<file path="config.mk">
export PLATFORM = sky130hd
export DESIGN_NAME = cfg_router
export DESIGN_NICKNAME = d
export VERILOG_FILES = /design/src/rtl/cfg_router_pkg.sv /design/src/rtl/cfg_port_select.sv /design/src/rtl/cfg_addr_fmt.sv /design/src/rtl/cfg_lane_align.sv /design/src/rtl/cfg_router.sv
export SDC_FILE = /design/constraint.sdc
export NUM_CORES = 1
export LEC_CHECK = 0
export BUFFER_PORTS_ARGS = -buffer_cell sky130_fd_sc_hd__buf_4
export CELL_PAD_IN_SITES_DETAIL_PLACEMENT = 0
export CELL_PAD_IN_SITES_GLOBAL_PLACEMENT = 1
export CORE_MARGIN = 10
export CORE_UTILIZATION = 28
export CTS_CLUSTER_SIZE = 14
export DETAILED_ROUTE_END_ITERATION = 10
export PLACE_DENSITY = 0.68
export REMOVE_ABC_BUFFERS = 1
export SLEW_MARGIN = 20
export SYNTH_ARGS = -nofsm -noshare
export SYNTH_HDL_FRONTEND = slang
export SYNTH_SLANG_ARGS = --single-unit
</file>
<file path="constraint.sdc">
create_clock -name clk_i -period 2.8 [get_ports clk_i]
set_clock_uncertainty 0.2 [all_clocks]
set_input_delay 0.56 -clock clk_i [delete_from_list [all_inputs] [get_ports clk_i]]
set_output_delay 0.56 -clock clk_i [all_outputs]
set_load 0.005 [all_outputs]
</file>
<file path="src/rtl/cfg_router_pkg.sv">
package cfg_router_pkg;
  localparam int BUS_W  = 8;
  localparam int OFF_W  = 12;
  localparam int WORD_W = 32;

  typedef enum logic [1:0] {
    ST_OK     = 2'b00,
    ST_NODEV  = 2'b01,
    ST_BADREG = 2'b10
  } cfg_status_e;

  typedef enum logic [1:0] {
    TGT_NONE   = 2'd0,
    TGT_BRIDGE = 2'd1,
    TGT_LINK   = 2'd2
  } cfg_target_e;

  function automatic logic size_legal(input logic [2:0] sz);
    return (sz == 3'd1) || (sz == 3'd2) || (sz == 3'd4);
  endfunction
endpackage

</file>
<file path="src/rtl/cfg_port_select.sv">
module cfg_port_select
  import cfg_router_pkg::*;
#(
  parameter int N_PORTS = 4,
  parameter int PORT_W  = 2
) (
  input  logic [BUS_W-1:0]         bus_i,
  input  logic [7:0]               devfn_i,
  input  logic [N_PORTS*8-1:0]     port_devfn_i,
  input  logic [N_PORTS*BUS_W-1:0] sec_bus_i,
  input  logic [N_PORTS*BUS_W-1:0] sub_bus_i,
  input  logic [N_PORTS-1:0]       link_up_i,
  output logic [PORT_W-1:0]        port_o,
  output cfg_target_e              target_o
);
  logic [N_PORTS-1:0] fn_hit, rng_hit, on_sec, hit;
  logic               found, root_bus;

  for (genvar i = 0; i < N_PORTS; i++) begin : g_port
    logic [BUS_W-1:0] sec, sub;
    assign sec        = sec_bus_i[i*BUS_W +: BUS_W];
    assign sub        = sub_bus_i[i*BUS_W +: BUS_W];
    assign fn_hit[i]  = port_devfn_i[i*8 +: 8] == devfn_i;
    assign rng_hit[i] = (bus_i >= sec) && (bus_i <= sub);
    assign on_sec[i]  = bus_i == sec;
  end

  assign root_bus = bus_i == '0;
  assign hit      = root_bus ? fn_hit : rng_hit;

  // lowest index wins: scan downward, last hit kept
  always_comb begin
    found  = 1'b0;
    port_o = '0;
    for (int i = N_PORTS - 1; i >= 0; i--) begin
      if (hit[i]) begin
        found  = 1'b1;
        port_o = PORT_W'(i);
      end
    end
  end

  always_comb begin
    if (!found)                                   target_o = TGT_NONE;
    else if (root_bus)                            target_o = TGT_BRIDGE;
    else if (!link_up_i[port_o])                  target_o = TGT_NONE;
    else if (on_sec[port_o] && devfn_i[7:3] != 0) target_o = TGT_NONE;
    else                                          target_o = TGT_LINK;
  end
endmodule

</file>
<file path="src/rtl/cfg_addr_fmt.sv">
module cfg_addr_fmt
  import cfg_router_pkg::*;
(
  input  logic [BUS_W-1:0]  bus_i,
  input  logic [7:0]        devfn_i,
  input  logic [OFF_W-1:0]  off_i,
  input  logic              bridge_i,
  output logic [WORD_W-1:0] addr_o
);
  logic [WORD_W-1:0] conf_word, dword_off;

  assign conf_word = {1'b1, 3'b000, off_i[11:8], bus_i, devfn_i[7:3], devfn_i[2:0],
                      off_i[7:2], 2'b00};
  assign dword_off = {{(WORD_W-OFF_W){1'b0}}, off_i[11:2], 2'b00};
  assign addr_o    = bridge_i ? dword_off : conf_word;
endmodule

</file>
<file path="src/rtl/cfg_lane_align.sv">
module cfg_lane_align
  import cfg_router_pkg::*;
(
  input  logic [1:0]        lane_i,
  input  logic [2:0]        size_i,
  input  logic [WORD_W-1:0] wdata_i,
  input  logic [WORD_W-1:0] rdata_raw_i,
  output logic [3:0]        be_o,
  output logic [WORD_W-1:0] wdata_o,
  output logic [WORD_W-1:0] rdata_o
);
  logic [4:0]        sh;
  logic [WORD_W-1:0] rshift;

  assign sh     = {lane_i, 3'b000};
  assign rshift = rdata_raw_i >> sh;

  always_comb begin
    unique case (size_i)
      3'd1: begin
        be_o    = 4'b0001 << lane_i;
        wdata_o = {24'b0, wdata_i[7:0]} << sh;
        rdata_o = {24'b0, rshift[7:0]};
      end
      3'd2: begin
        be_o    = 4'b0011 << lane_i;
        wdata_o = {16'b0, wdata_i[15:0]} << sh;
        rdata_o = {16'b0, rshift[15:0]};
      end
      default: begin
        be_o    = 4'b1111;
        wdata_o = wdata_i;
        rdata_o = rdata_raw_i;
      end
    endcase
  end
endmodule

</file>
<file path="src/rtl/cfg_router.sv">
module cfg_router
  import cfg_router_pkg::*;
#(
  parameter  int N_PORTS = 4,
  localparam int PORT_W  = (N_PORTS > 1) ? $clog2(N_PORTS) : 1
) (
  input  logic                     clk_i,
  input  logic                     rst_ni,
  input  logic                     req_valid_i,
  output logic                     req_ready_o,
  input  logic [7:0]               req_bus_i,
  input  logic [7:0]               req_devfn_i,
  input  logic [11:0]              req_off_i,
  input  logic [2:0]               req_size_i,
  input  logic                     req_we_i,
  input  logic [31:0]              req_wdata_i,
  output logic                     rsp_valid_o,
  output logic [1:0]               rsp_status_o,
  output logic [31:0]              rsp_rdata_o,
  input  logic [N_PORTS*8-1:0]     port_devfn_i,
  input  logic [N_PORTS*8-1:0]     port_sec_bus_i,
  input  logic [N_PORTS*8-1:0]     port_sub_bus_i,
  input  logic [N_PORTS-1:0]       port_link_up_i,
  output logic                     dn_req_o,
  output logic                     dn_bridge_o,
  output logic [PORT_W-1:0]        dn_port_o,
  output logic                     dn_we_o,
  output logic [31:0]              dn_addr_o,
  output logic [3:0]               dn_be_o,
  output logic [31:0]              dn_wdata_o,
  input  logic                     dn_ack_i,
  input  logic [31:0]              dn_rdata_i
);
  typedef enum logic [1:0] {S_IDLE, S_WAIT, S_RESP} state_e;

  state_e            state_q;
  cfg_target_e       sel_tgt;
  logic [PORT_W-1:0] sel_port;
  logic              accept;

  logic [7:0]        bus_q, devfn_q;
  logic [11:0]       off_q;
  logic [2:0]        size_q;
  logic              we_q, bridge_q;
  logic [PORT_W-1:0] port_q;
  logic [31:0]       wdata_q, rdata_q;
  cfg_status_e       status_q;
  logic [31:0]       rd_aligned;

  cfg_port_select #(.N_PORTS(N_PORTS), .PORT_W(PORT_W)) u_sel (
    .bus_i        (req_bus_i),
    .devfn_i      (req_devfn_i),
    .port_devfn_i (port_devfn_i),
    .sec_bus_i    (port_sec_bus_i),
    .sub_bus_i    (port_sub_bus_i),
    .link_up_i    (port_link_up_i),
    .port_o       (sel_port),
    .target_o     (sel_tgt)
  );

  cfg_addr_fmt u_fmt (
    .bus_i    (bus_q),
    .devfn_i  (devfn_q),
    .off_i    (off_q),
    .bridge_i (bridge_q),
    .addr_o   (dn_addr_o)
  );

  cfg_lane_align u_lane (
    .lane_i      (off_q[1:0]),
    .size_i      (size_q),
    .wdata_i     (wdata_q),
    .rdata_raw_i (dn_rdata_i),
    .be_o        (dn_be_o),
    .wdata_o     (dn_wdata_o),
    .rdata_o     (rd_aligned)
  );

  assign accept = req_valid_i && (state_q == S_IDLE);

  always_ff @(posedge clk_i or negedge rst_ni) begin
    if (!rst_ni) begin
      state_q  <= S_IDLE;
      bus_q    <= '0;
      devfn_q  <= '0;
      off_q    <= '0;
      size_q   <= 3'd4;
      we_q     <= 1'b0;
      bridge_q <= 1'b0;
      port_q   <= '0;
      wdata_q  <= '0;
      rdata_q  <= '0;
      status_q <= ST_OK;
    end else begin
      unique case (state_q)
        S_IDLE: if (accept) begin
          bus_q    <= req_bus_i;
          devfn_q  <= req_devfn_i;
          off_q    <= req_off_i;
          size_q   <= req_size_i;
          we_q     <= req_we_i;
          wdata_q  <= req_wdata_i;
          port_q   <= sel_port;
          bridge_q <= sel_tgt == TGT_BRIDGE;
          // no-device outranks the size check
          if (sel_tgt == TGT_NONE) begin
            status_q <= ST_NODEV;
            rdata_q  <= '1;
            state_q  <= S_RESP;
          end else if (!size_legal(req_size_i)) begin
            status_q <= ST_BADREG;
            rdata_q  <= '1;
            state_q  <= S_RESP;
          end else begin
            state_q  <= S_WAIT;
          end
        end
        S_WAIT: if (dn_ack_i) begin
          status_q <= ST_OK;
          rdata_q  <= we_q ? '0 : rd_aligned;
          state_q  <= S_RESP;
        end
        S_RESP:  state_q <= S_IDLE;
        default: state_q <= S_IDLE;
      endcase
    end
  end

  assign req_ready_o  = state_q == S_IDLE;
  assign rsp_valid_o  = state_q == S_RESP;
  assign rsp_status_o = status_q;
  assign rsp_rdata_o  = rdata_q;
  assign dn_req_o     = state_q == S_WAIT;
  assign dn_bridge_o  = bridge_q;
  assign dn_port_o    = port_q;
  assign dn_we_o      = we_q;
endmodule

</file>
## Yosys cells after proc, flatten, opt, wreduce, memory -nomap -nowiden

Cells that the tools add are included.

- Register bits after elaboration: 103
- Bits in latches: 0
- RAM bits: 0
- ROM bits: 0
- Input port bits: 200
- Output and inout bits: 109
- Word-level logic and storage cells: 97
- Memories kept: 0

- $add $sub $neg: 0
- $mul: 0
- Divide/modulo/power cells: 0
- Magnitude comparators: 9
- Equality and inequality tests: 19
- Shift operators: 5
- Muxes and demuxes: 37
- Bitwise operators: 0
- Reductions and logical operators: 16

Operators with widths:

| operator | number |
|---|---|
| $mux 32 | 6 |
| $pmux 32 s2 | 3 |
| $eq 8x8->1 | 8 |
| $ge 8x8->1 | 4 |
| $le 8x8->1 | 4 |
| $mux 2 | 16 |
| $shl 16x5->32 | 1 |
| $shl 8x5->32 | 1 |
| $shr 32x5->16 | 1 |
| $logic_not 8->1 | 1 |
| $pmux 2 s2 | 2 |
| $pmux 4 s2 | 1 |
| $eq 3x1->1 const B | 2 |
| $eq 3x2->1 const B | 2 |
| $logic_and 1x1->1 | 6 |
| $mux 1 | 6 |
| $reduce_bool 5->1 | 1 |
| $bmux 1 s2 | 2 |
| $eq 2x1->1 const B | 2 |
| $logic_not 2->1 | 2 |
| $mux 4 | 1 |
| $ne 2x1->1 const B | 2 |
| $reduce_and 2->1 | 2 |
| $reduce_and 4->1 | 1 |
| 8 further kinds | 9 |

## Depth between registers and ports, before layout

- Word-level depth: 18
- Gate-level depth with buffers: 13
- Depth with buffers taken out: 12

## By module

Synthesis repeated with hierarchy kept, for this count alone.

- Cell total of the unflattened synthesis: 959
- Area, all modules: 8052.7 um^2

Modules (own cells, without submodules):

| module | times used | cells an instance | area each (um^2) | seq. area each (um^2) |
|---|---|---|---|---|
| cfg_router | 1 | 445 | 4367.9 | 2578.7 |
| cfg_port_select | 1 | 292 | 2213.4 | 0.0 |
| cfg_lane_align | 1 | 187 | 1202.4 | 0.0 |
| cfg_addr_fmt | 1 | 35 | 269.0 | 0.0 |

## Least setup slack after synthesis

OpenSTA, ideal clock, no wires.

- Kind: input to register
- From: input req_bus_i[0]
- To: register rdata_q[22], in the netlist rsp_rdata_o[22]
- Setup time: 0.141 ns
- Arrival: 2.994 ns
- Required time: 2.459 ns
- Path slack: -0.535 ns
- Cell stages on the path: 13
- Path buffers: 1
- Cell sequence: inv_1 > ha_1 > nand2b_1 > a2111o_1 > a221oi_2 > a211oi_1 > or2_1 > a211oi_2 > o31ai_2 > o31ai_4 > inv_4 > buf_6 > a2bb2oi_2

- Cells in the longest elaborated chain, start to end: 18
- Elaborated cells between the ends (all ways): 41
- Those cells by class: order compare (8); eq/ne (5); mux (20); reduce/logical (8)

Ends and longest elaborated chain:

| what | line | source |
|---|---|---|
| from (decl) | cfg_router.sv:11 | `input logic [7:0] req_bus_i,` |
| $ge 8x8->1 / $le 8x8->1 (equally long branches) | cfg_port_select.sv:24 | `assign rng_hit[i] = (bus_i >= sec) && (bus_i <= sub);` |
| $logic_and 1x1->1 | cfg_port_select.sv:24 |  |
| $mux 4 | cfg_port_select.sv:29 | `assign hit = root_bus ? fn_hit : rng_hit;` |
| $mux 2 (4 in a row) | cfg_port_select.sv:36 | `if (hit[i]) begin` |
| $bmux 1 s2 | cfg_port_select.sv:47 | `else if (on_sec[port_o] && devfn_i[7:3] != 0) target_o = TGT_NONE;` |
| $mux 1 (implied by the code) | cfg_port_select.sv:47 |  |
| $logic_and 1x1->1 | cfg_port_select.sv:47 |  |
| $mux 2 | cfg_port_select.sv:47 |  |
| $mux 2 | cfg_port_select.sv:46 | `else if (!link_up_i[port_o]) target_o = TGT_NONE;` |
| $mux 2 | cfg_port_select.sv:45 | `else if (root_bus) target_o = TGT_BRIDGE;` |
| $mux 2 (*) | cfg_port_select.sv:44 | `if (!found) target_o = TGT_NONE;` |
| $logic_not 2->1 (*) | cfg_router.sv:106 | `if (sel_tgt == TGT_NONE) begin` |
| $mux 32 | cfg_router.sv:106 |  |
| $mux 32 | cfg_router.sv:96 | `S_IDLE: if (accept) begin` |
| $pmux 32 s2 | cfg_router.sv:95 | `unique case (state_q)` |
| to (signal assigned) | cfg_router.sv:120 | `rdata_q <= we_q ? '0 : rd_aligned;` |
| to (decl) | cfg_router.sv:46 | `logic [31:0] wdata_q, rdata_q;` |

Every way passes the cells marked *; elsewhere a longest branch is shown, timed or not. The select of a mux whose other input is x is not followed.
A chain may end at the register's enable or synchronous reset.

## Worst setup path in the final report

- From: input req_bus_i[0]
- To: register rdata_q[11], in the netlist rsp_rdata_o[11]

The elaborated chain is that of the path after synthesis.

==> impl_metrics.toml <==
[logic_synthesis]
async_flop_share_pct = 100
synth_cells = 915
synth-edff-count = 0
yosysUniqueCellTypes = 63
ys.flop_type = "dfrtp_1"
ys_seq_area_share_pct = 34.9
avgSynthCellArea_um2 = 8.08
ys_ff_latch = 103
netlist_area_mm2 = 0.00739
ys_warn_count = 0

[route]
postRouteWirelength_um = 28800
ant_nets = 0
drtPass1Iterations = 4
drt_iter0_drc = 417
viasPerCell = 4.69
drc = 0
vias = 7516
wl_per_cell_um = 18.0

[outcome]
outcome = "complete, but fails checks"
violations = "setup timing"

[setup_path]
critPathTopFamily = "compound AO/OA/AOI/OAI gates"
path_cells = "buf_8, inv_8, ha_4, nand2b_4, a2111o_1, a221oi_2, a211oi_2, or2_1, a211oi_4, o31ai_4, o31ai_4, inv_4, buf_12, buf_12, o21a_1"
rrSetupSlack_ns = 0.71
ff2ff_path_depth = 7
cp_slowest_stage_delay_ns = 0.37
crit_path_end_kind = "flop"
cp_num_buf_inv = 5
slowest_stage = "a2111o_1"
start_kind = "input port"
rr_startpoint = "off_q[0]"
crit-reg2reg-capture = "rsp_rdata_o[7]"
arrival_ns = 3.14
worstPathRequired_ns = 2.83
path_class = "in2reg"
path_max_fanout = 6

[power_and_ir_drop]
p_leak_nw = 5.59
power_density_mw_per_mm2 = 719
p_total_w = 0.00807
irDropWorstVdd_uv = 436

[placed_design]
placed_cell_area_mm2 = 0.0105
gp_congestion = 0.816
dp_cells = 1573
port_buffers = 303
dp_hpwl_um = 22700
dpl_worst_slack_ns = -0.813

[timing]
setup_viol = 36
finalHoldViolations = 0
slew_headroom_pct = 48.5
period_share_pct = 111
setup_slack_ns = -0.308
min_period_ns = 3.11
worst_pin_slew_ns = 0.772
slew_viol_final = 0
fmax_mhz = 322
rsz0062_at_grt = "true"

[floorplan]
die_w_um = 182
start_util_pct = 28.4
design.core.area_mm2 = 0.0260
die-area_mm2 = 0.0333
boundaryPins = 309
die_y_um = 182
std_cell_rows = 59

[cts]
cts.clk_slew.worst_paths_ns = 0.08
clk_latency_ns = 0.34
htreeDepth = 3
cts-buffers-inserted = 9
clockBufferDepth = 2
root_buffer = "clkbuf_16"
cts_sinks = 103
cts_tree = "done"

[grt]
grt_pass1_wl_um = 45100
grt_pass1_vias = 7864
gr-usage-all-layers_pct = 16.8
grt_start_max_net_pins = 68
antenna_found_initial = 1
gr-total-overflow = 0

[finish]
drive_above_1_share_pct = 37.5
syn_to_final_growth_pct = 51.9
n_fill_cell = 2681
design_area_mm2 = 0.0112
multi_input_area_mm2 = 0.00454
regArea_mm2 = 0.00258
stdcell_count = 1602
final_nets = 1525

[hold_path]
holdPathEnd = "wdata_q[7]"
hp-start = "req_wdata_i[7]"
whs_path_depth = 3
worst_hold_path_type = "in2reg"

[flow_run]
drv_cap = 0
cell usage in the layout (no fill, tap or decap), types with 3 or more instances in the layout:
| cell | netlist | final |
|---|---|---|
| a211o_1 | 5 | 5 |
| a21o_1 | 5 | 5 |
| a21oi_1 | 32 | 31 |
| a221oi_1 | 9 | 9 |
| a22oi_1 | 8 | 8 |
| a2bb2oi_2 | 11 | 16 |
| buf_12 | 0 | 7 |
| buf_16 | 0 | 4 |
| buf_4 | 11 | 380 |
| clkbuf_16 | 0 | 9 |
| conb_1 | 1 | 5 |
| dfrtp_1 | 102 | 102 |
| ha_1 | 64 | 57 |
| ha_4 | 0 | 7 |
| inv_1 | 64 | 63 |
| mux2_2 | 4 | 4 |
| mux2i_1 | 8 | 8 |
| nand2_1 | 248 | 246 |
| nand2_2 | 1 | 3 |
| nand2b_1 | 5 | 3 |
| nand2b_4 | 1 | 3 |
| nand4_1 | 23 | 23 |
| nor2_1 | 51 | 51 |
| nor2b_1 | 32 | 29 |
| nor3_1 | 6 | 4 |
| o211ai_1 | 5 | 5 |
| o21a_1 | 17 | 17 |
| o21ai_0 | 51 | 47 |
| o21ai_1 | 0 | 4 |
| o22ai_1 | 10 | 10 |
| o31ai_1 | 3 | 3 |
| xnor2_1 | 25 | 25 |
| xor2_1 | 10 | 9 |
sequential cells by signal, summed over array words and instances, names as in the netlist:
| name | cells |
|---|---|
| state_q | 2 |
| wdata_q | 32 |
| rsp_status_o | 2 |
| dn_we_o | 1 |
| dn_port_o | 2 |
| devfn_q | 8 |
| rsp_rdata_o | 32 |
| dn_bridge_o | 1 |
| off_q | 12 |
| size_q | 3 |
| bus_q | 8 |
power breakdown:
| group | internal (W) | switching (W) | total, W | leakage (nW) |
|---|---|---|---|---|
| logic | 0.00226 | 0.00218 | 0.00445 | 4.27 |
| registers | 0.00201 | 0.000390 | 0.00240 | 1.17 |
| clock network | 0.000616 | 0.000609 | 0.00122 | 0.138 |
| total | 0.00489 | 0.00318 | 0.00807 | 5.59 |
worst min-delay path, stage by stage:
cell and delay (ns):
buf_4 0.07, nand2_1 0.04, nand2_1 0.04
synth_stat cells (10+ instances only):
library cell,n,area share [%]
a2bb2oi_2,11,2.2
a21oi_1,32,2.2
o21a_1,17,1.7
buf_4,11,1.1
ha_1,64,11
nor2b_1,32,2.7
nand4_1,23,1.9
inv_1,64,3.2
o22ai_1,10,0.85
dfrtp_1,102,35
o21ai_0,51,3.5
xor2_1,10,1.2
nand2_1,248,13
clkbuf_1,47,2.4
nor2_1,51,2.6
xnor2_1,25,3.0
metal layers:
layer / track usage [%] / up-vias / wire, um
met3: 5.50 / 14 / 2400
met2: 27.2 / 257 / 13200
li1: - / 3767 / -
met5: 0 / - / 0
met1: 21.6 / 3478 / 13000
met4: 2.57 / 0 / 214
through the flow:
step	util, %	setup TNS, ns	hold slack (ns)
finish	43.2	-8.81	0.195
global route	43.2	-13.01	0.186
CTS	42.5	-13.00	0.178
detailed placement	40.3	-28.50	0.255
global placement	40.3	-28.04	0.251
floorplan	-	-18.94	0.0644
cell type report:
cell class	instances	area share (%)
clock buffers	9	2.01
well taps	335	3.73
flip-flops and latches	103	23.0
multi-input cells	687	40.5
repair buffers	395	28.1
diodes	1	0.0223
clock inverters	7	0.490
inverters	65	2.26
what timing repair did:
item / in CTS / in global routing
setup buffers: 5 / 3
setup endpoints to repair: 54 / 56
pin swaps: 15 / 16
hold buffers: 1 / 0
hold endpoints to repair: 33 / 0
gates cloned: 4 / 0
resized for setup: 27 / 25
cell families (layout without fill, tap and decap cells):
| group | Yosys count | in the layout | share of synthesized area (%) |
|---|---|---|---|
| buf+inv | 129 | 476 | 7.45 |
| fa+ha+maj | 64 | 64 | 10.8 |
| xor+xnor | 35 | 35 | 4.15 |
| mux | 12 | 12 | 1.69 |
| flops | 103 | 103 | 34.9 |
| simple gates | 386 | 386 | 22.6 |
| compound gates | 185 | 185 | 18.3 |
| other cells | 1 | 6 | 0.0507 |
worst max path at each step:
stage	startpoint	to	slack (ns)	depth (start not counted)
floorplan	req_bus_i[0]	rsp_rdata_o[16]	-0.54	12
global placement	req_bus_i[0]	rsp_rdata_o[12]	-0.80	15
detailed placement	req_bus_i[0]	rsp_rdata_o[6]	-0.81	15
CTS	req_bus_i[0]	rsp_rdata_o[11]	-0.43	15
global route	req_bus_i[5]	rsp_rdata_o[6]	-0.41	15
finish	req_bus_i[0]	rsp_rdata_o[11]	-0.31	15
Power figures use the tool's default switching activity.
